==> src/rtl/gpio_bank_pkg.sv <==
package gpio_bank_pkg;
  typedef enum logic [1:0] {
    GRP_SEL = 2'd0,
    GRP_OE  = 2'd1,
    GRP_OUT = 2'd2,
    GRP_IN  = 2'd3
  } grp_e;

  localparam int BUS_W      = 32;
  localparam int ADDR_W     = 12;
  localparam int MASK_LSB   = 8;
  localparam int ALIAS_BIT  = 11;
  localparam int GRP_LSB    = 4;
  localparam int HOLE_LSB   = 6;
  localparam int HOLE_MSB   = 10;
  localparam int PORT_LSB   = 2;
endpackage

==> src/rtl/gpio_sync.sv <==
module gpio_sync #(
  parameter int W = 32
) (
  input  logic         clk,
  input  logic         rst,
  input  logic [W-1:0] async_in,
  output logic [W-1:0] sync_out
);
  logic [W-1:0] stage1;

  always_ff @(posedge clk) begin
    if (rst) begin
      stage1   <= '0;
      sync_out <= '0;
    end else begin
      stage1   <= async_in;
      sync_out <= stage1;
    end
  end
endmodule

==> src/rtl/gpio_port_regs.sv <==
module gpio_port_regs #(
  parameter int PINS = 8
) (
  input  logic            clk,
  input  logic            rst,
  input  logic [2:0]      wr_stb,
  input  logic [PINS-1:0] wr_mask,
  input  logic [PINS-1:0] wr_val,
  output logic [PINS-1:0] sel_q,
  output logic [PINS-1:0] oe_q,
  output logic [PINS-1:0] out_q
);
  logic [PINS-1:0] regs [3];

  for (genvar k = 0; k < 3; k++) begin : g_reg
    always_ff @(posedge clk) begin
      if (rst) begin
        regs[k] <= '0;
      end else if (wr_stb[k]) begin
        regs[k] <= (regs[k] & ~wr_mask) | (wr_val & wr_mask);
      end
    end
  end

  assign sel_q = regs[0];
  assign oe_q  = regs[1];
  assign out_q = regs[2];
endmodule

==> src/rtl/gpio_bank_regs.sv <==
module gpio_bank_regs
  import gpio_bank_pkg::*;
#(
  parameter int PORTS = 4,
  parameter int PINS  = 8
) (
  input  logic                  clk,
  input  logic                  rst,
  input  logic [ADDR_W-1:0]     bus_addr,
  input  logic                  bus_we,
  input  logic [BUS_W-1:0]      bus_wdata,
  output logic [BUS_W-1:0]      bus_rdata,
  input  logic [PORTS*PINS-1:0] pad_in,
  output logic [PORTS*PINS-1:0] pin_gpio_sel,
  output logic [PORTS*PINS-1:0] pin_oe,
  output logic [PORTS*PINS-1:0] pin_out
);
  localparam int NPIN   = PORTS * PINS;
  localparam int PORT_W = (PORTS > 1) ? $clog2(PORTS) : 1;

  grp_e              acc_grp;
  logic [PORT_W-1:0] acc_port;
  logic              acc_masked;
  logic              acc_mapped;
  logic [PINS-1:0]   acc_mask;
  logic [PINS-1:0]   acc_val;
  logic [NPIN-1:0]   in_sync;
  logic [PINS-1:0]   sel_q [PORTS];
  logic [PINS-1:0]   oe_q  [PORTS];
  logic [PINS-1:0]   out_q [PORTS];
  logic [PINS-1:0]   rd_sel;

  assign acc_grp    = grp_e'(bus_addr[GRP_LSB +: 2]);
  assign acc_port   = bus_addr[PORT_LSB +: PORT_W];
  assign acc_masked = bus_addr[ALIAS_BIT];
  assign acc_mapped = (bus_addr[HOLE_MSB:HOLE_LSB] == '0);
  assign acc_mask   = acc_masked ? bus_wdata[MASK_LSB +: PINS] : '1;
  assign acc_val    = bus_wdata[PINS-1:0];

  gpio_sync #(.W(NPIN)) u_sync (
    .clk      (clk),
    .rst      (rst),
    .async_in (pad_in),
    .sync_out (in_sync)
  );

  for (genvar p = 0; p < PORTS; p++) begin : g_port
    logic       hit;
    logic [2:0] stb;

    assign hit    = bus_we && acc_mapped && (acc_port == PORT_W'(p));
    assign stb[0] = hit && (acc_grp == GRP_SEL);
    assign stb[1] = hit && (acc_grp == GRP_OE);
    assign stb[2] = hit && (acc_grp == GRP_OUT);

    gpio_port_regs #(.PINS(PINS)) u_port (
      .clk     (clk),
      .rst     (rst),
      .wr_stb  (stb),
      .wr_mask (acc_mask),
      .wr_val  (acc_val),
      .sel_q   (sel_q[p]),
      .oe_q    (oe_q[p]),
      .out_q   (out_q[p])
    );

    assign pin_gpio_sel[p*PINS +: PINS] = sel_q[p];
    assign pin_oe[p*PINS +: PINS]       = oe_q[p];
    assign pin_out[p*PINS +: PINS]      = out_q[p];
  end

  always_comb begin
    rd_sel = '0;
    if (acc_mapped && (int'(acc_port) < PORTS)) begin
      case (acc_grp)
        GRP_SEL: rd_sel = sel_q[acc_port];
        GRP_OE:  rd_sel = oe_q[acc_port];
        GRP_OUT: rd_sel = out_q[acc_port];
        default: rd_sel = in_sync[int'(acc_port)*PINS +: PINS];
      endcase
    end
  end

  always_ff @(posedge clk) begin
    if (rst) begin
      bus_rdata <= '0;
    end else begin
      bus_rdata <= {{(BUS_W-PINS){1'b0}}, rd_sel};
    end
  end
endmodule

==> config.mk <==
export PLATFORM = sky130hd
export DESIGN_NAME = gpio_bank_regs
export DESIGN_NICKNAME = d
export VERILOG_FILES = /design/src/rtl/gpio_bank_pkg.sv /design/src/rtl/gpio_sync.sv /design/src/rtl/gpio_port_regs.sv /design/src/rtl/gpio_bank_regs.sv
export SDC_FILE = /design/constraint.sdc
export NUM_CORES = 1
export LEC_CHECK = 0
export BUFFER_PORTS_ARGS = -buffer_cell sky130_fd_sc_hd__clkbuf_2
export CAP_MARGIN = 20
export CORE_UTILIZATION = 57
export DETAILED_ROUTE_END_ITERATION = 12
export PLACE_DENSITY = 0.86
export SLEW_MARGIN = 20
export SYNTH_ARGS = -nofsm -noshare
export SYNTH_HDL_FRONTEND = slang
export SYNTH_SLANG_ARGS = --single-unit
export TNS_END_PERCENT = 5
==> constraint.sdc <==
create_clock -name clk -period 5.13 [get_ports clk]
set_input_delay 0.7695 -clock clk [delete_from_list [all_inputs] [get_ports clk]]
set_output_delay 0.7695 -clock clk [all_outputs]
set_load 0.05 [all_outputs]
======== Word level (Yosys, flattened, before mapping) ========
Memories as Yosys holds them, arrays and structs flattened.
Index checks and enable logic that the tools add are counted.
word-level totals
  bits in latches ......................... 0
  register bits ........................... 96
  bits of input ports ..................... 79
  memories kept ........................... 4
  memory bits (read-only) ................. 0
  output and inout port bits .............. 128
  RAM bits ................................ 96
cells by class
  order comparisons ....................... 1
  add/sub/neg operators ................... 0
  multipliers ............................. 0
  mux-type cells .......................... 61
  shift-type cells ........................ 1
  bitwise logic cells ..................... 40
  reductions and logical operators ........ 21
  eq/ne operators ......................... 5
  div/mod/pow operators ................... 0
memory list
  name                   depth  bits a word  rd ports  clocked after memory_dff  write ports  RTL line              text
  g_port[0].u_port.regs  3      8            3         0                         3            gpio_port_regs.sv:13  logic [PINS-1:0] regs [3];
  g_port[1].u_port.regs  3      8            3         0                         3            gpio_port_regs.sv:13
  g_port[2].u_port.regs  3      8            3         0                         3            gpio_port_regs.sv:13
  g_port[3].u_port.regs  3      8            3         0                         3            gpio_port_regs.sv:13
operator list
  cell                                                              number
  8-bit two-way mux                                                 19
  8-bit AND                                                         13
  8-bit bitwise OR                                                  12
  8-bit binary-select mux with 2-bit select                         3
  1-bit two-way mux                                                 38
  32-bit by 6-bit indexed part select with 8-bit output             1
  8-bit one-hot mux with 3 select lines                             1
  1-bit logical AND                                                 17
  1-bit bitwise OR                                                  12
  8-bit NOT                                                         1
  2-bit == test (second input constant)                             3
  5-bit zero test                                                   1
  2-bit by 1-bit == test with 1-bit output (second input constant)  2
  2-bit zero test                                                   2
  3-bit >= comparator (second input constant)                       1
  2-bit NOT with 3-bit output                                       1
  2-bit OR reduction                                                1
  1-bit NOT                                                         1

======== Depth between registers and ports, before layout ========
  word-level depth ........................ 8
  mapped depth ............................ 6
  gate-level depth less buffers ........... 4

======== Cells and area by module ========
Synthesis repeated with hierarchy kept, for this count alone.
unflattened totals
  cell total of the unflattened synthesis .. 649
  area, all modules ....................... 8137.8 um^2
by module, submodules not included
  module          cells an instance  instances  seq. area each (um^2)  area an instance (um^2)
  gpio_port_regs  89                 4          720.7                  1144.8
  gpio_sync       135                1          1281.2                 1918.1
  gpio_bank_regs  158                1          160.2                  1640.3

======== Worst setup path after synthesis ========
No wires, ideal clock.
  kind .................................... input -> register
  start point ............................. input bus_addr[7]
  end point ............................... memory g_port[0].u_port.regs[2][0] (enable)
  slack ................................... 2514 ps
  path buffers ............................ 0
  arrival ................................. 2241 ps
  data required time ...................... 4755 ps
  stages .................................. 3
  cell sequence ........................... or4b_4 > or3_1 > o21bai_1
RTL lines
  element             RTL line              text
  start: declaration  gpio_bank_regs.sv:9   input logic [ADDR_W-1:0] bus_addr,
  end: declaration    gpio_port_regs.sv:13

======== Final worst setup path ========
  start point ............................. input bus_addr[2]
  end point ............................... register bus_rdata[2]
on the way
  cells in the longest elaborated chain, start to end .. 5
  elaborated cells between the ends (all ways) .. 12
  those cells by class .................... shift: 1; mux: 10; bitwise: 1
ends and longest elaborated chain
  element                                                                                        RTL line              text
  branches (longest 4 deep; another with 32-bit by 6-bit indexed part select with 8-bit output)  --
  8-bit one-hot mux with 3 select lines *                                                        gpio_bank_regs.sv:75  case (acc_grp)
  end signal: assignment                                                                         gpio_bank_regs.sv:88  bus_rdata <= {{(BUS_W-PINS){1'b0}}, rd_sel};
  end: declaration                                                                               gpio_bank_regs.sv:12  output logic [BUS_W-1:0] bus_rdata,
Every way passes the cells marked *. The select of a mux whose other input is x is not followed.
A chain may end at the register's enable or synchronous reset.

==> flow_summary.yaml <==
power:
  p_seq_frac: 0.484
  peakVddDrop_mv: 0.280
  p_int_mw: 2.27
  p_switching_mw: 0.830
  p_sw_frac: 0.267
  p_comb_frac: 0.129
  power_density_nw_per_um2: 344
  power_mw: 3.10
  leakagePower_nw: 3.49
  power.share.clock: 0.387
grt:
  grt_usage: 0.312
  antenna_found_initial: 0
  grt.overflow.total: 0
  grt_pass1_vias: 5604
  grt_max_degree: 97
  grt_pass1_wl_um: 31800
cts:
  postCtsResizedCells: 0
  post_cts_buffers: 0
  root_buffer: "clkbuf_16"
  tritoncts: "done"
  clk_pin_slew_ns: 0.06
  cts.sinks: 168
  ctsHtreeMaxLevel: 4
  ctsHoldBuffers: 0
  cts_inserted_buffers: 17
  clock_path_buffers: 2
  clock_latency_ns: 0.43
routing:
  drt-pass1-iter-count: 6
  drc: 0
  viasPerCell: 6.22
  ant_nets: 0
  post_drt_wl_per_cell_um: 22.3
  drtIter0Drc: 787
  drt-total-wl_um: 21100
  vias: 5883
placement:
  postPlaceCellArea_um2: 8480
  dpl.hpwl_um: 14200
  port_buffers: 164
  gp_congestion: 0.926
synth:
  synth.area.top_cells: "edfxtp_1 38%, dfxtp_1 19%, nand3b_1 9.5%"
  synth_fa_ha_area_frac: 0
  ys.flop_type: "edfxtp_1"
  synth-seq-cells: 168
  synth_edf_count: 96
  synth_xor_area_frac: 0
  synth_top_family_by_area: "simple AND/OR/NAND/NOR gates"
  synthMuxAreaShare: 0.105
  synth_cells: 616
  ys_types: 28
  synthSimpleGateAreaFrac: 0.183
  synth.top_cell.area_share: 0.377
  yosysTopAreaCell: "edfxtp_1"
  synth_area_um2: 7650
  synth_area_per_cell_um2: 12.4
  yosysSeqAreaShare: 0.565
  ys_warn_count: 0
  synth_compound_area_frac: 0.0955
  async_reset_ff_frac: 0
sta:
  period_share: 0.514
  finalCriticalPeriod_ns: 2.63
  tightestPinTransition_ns: 1.01
  rsz0062_at_grt: "false"
  finalSetupViolCount: 0
  setup_tns_ns: 0
  hold_ws_ns: 0.439
  finalHoldViolCount: 0
  maxClockFrequency_mhz: 380
  finalMaxSlewViolations: 0
  worst_clock_skew_ns: 0.00528
  relSlewSlack: 0.328
worst_hold_path:
  hold_path.class: "reg2reg"
worst_setup_path:
  crit_type: "in2reg"
  crit_fanout: 31
  required_ns: 5.41
  arrival_ns: 2.91
  end_kind: "flop"
  cp-start-kind: "input port"
finish:
  nNetsFinal: 840
  layout_commonest_cell: "clkbuf_2"
  mostFrequentLayoutCells: "163 x clkbuf_2, 97 x nand3b_1, 96 x a21oi_1, 96 x edfxtp_1, 74 x nor2b_1"
  num-fill-cells: 925
  drive_gt1_frac: 0.318
  postLayoutCellArea_um2: 9040
  area_growth_pct: 18.1
  n_antenna_cell: 0
  utilization: 0.702
floorplanning:
  chipHeight_um: 118
  coreArea_um2: 12900
  io_pins: 207
  initial_core_util: 0.594
  fp.dieW_um: 118
  num_rows: 41
  die_area_um2: 13900
flow_run:
  max_cap_viol_count: 0
outcome:
  status: "completed"
-- metal layers --
metal	GRT usage	share of wire	wire length, um
met1	0.384	0.35	7430
met2	0.483	0.48	10000
met3	0.0848	0.12	2480
met4	0.205	0.055	1160
met5	0	0	0
-- cells by family (layout without fill, tap and decap cells) --
logic type      count (synthesis)  in the layout
buf+inv                        75            210
compound gates                132            132
flops                         168            168
mux                            40             40
simple gates                  200            200
other cells                     1             24
-- final cells by class --
type | instances | area [um2] | share of cell area
well taps | 172 | 215 | 0.0238
clock inverters | 10 | 62.6 | 0.00692
multi-input cells | 396 | 3020 | 0.334
repair buffers | 176 | 911 | 0.101
flip-flops and latches | 168 | 4320 | 0.479
clock buffers | 22 | 497 | 0.0550
inverters | 2 | 7.51 | 0.000831
-- power by group through the flow --
| stage | Sequential (mW) | Combinational, mW | Clock [mW] |
|---|---|---|---|
| final | 1.50 | 0.400 | 1.20 |
| after CTS | 1.50 | 0.394 | 1.21 |
| after global routing | 1.51 | 0.416 | 1.26 |
| after floorplan | 1.61 | 0.207 | 0 |
| after global placement | 1.53 | 0.384 | 0 |
| after detailed placement | 1.53 | 0.393 | 0 |
-- path summary, 6_finish.rpt --
check	startpoint	end	slack, ns	cells after the start
setup / recovery	bus_addr[2]	bus_rdata[2]	2.50	5
hold / removal	u_sync.stage1[20]	u_sync.sync_out[20]	0.44	1
setup reg to reg	g_port[2].u_port.regs[0][2]	bus_rdata[2]	3.27	4
hold reg to reg	u_sync.stage1[20]	u_sync.sync_out[20]	0.44	1
-- Yosys cell counts, types with 2 or more instances --
library cell	instances
a21oi_1	96
a211oi_1	16
inv_1	2
buf_2	8
clkbuf_1	37
o21ai_0	8
nor2b_1	74
buf_4	27
mux2i_1	8
edfxtp_1	96
or2_2	2
nand4_1	2
nand4_2	2
o21bai_1	12
nand3b_1	97
nor2_1	3
dfxtp_1	72
nand2b_1	4
nand2_1	10
mux4_2	32
-- critical path, stage by stage --
cell and delay (ns):
buf_2 0.74, mux4_2 0.63, nor2b_1 0.15, a211oi_1 0.48, a211oi_1 0.13
-- through the flow --
stage | std cells | setup slack, ns
after global routing | 946 | 2.37
after floorplan | 639 | 2.51
after detailed placement | 914 | 2.01
after CTS | 946 | 2.46
final | 946 | 2.50
after global placement | 914 | 2.02
-- registers in the layout, summed over array words and instances, names as in the netlist --
| signal | count |
|---|---|
| bus_rdata | 8 |
| u_sync.sync_out | 32 |
| u_sync.stage1 | 32 |
| g_port.u_port.regs | 96 |
Power figures use the tool's default switching activity.
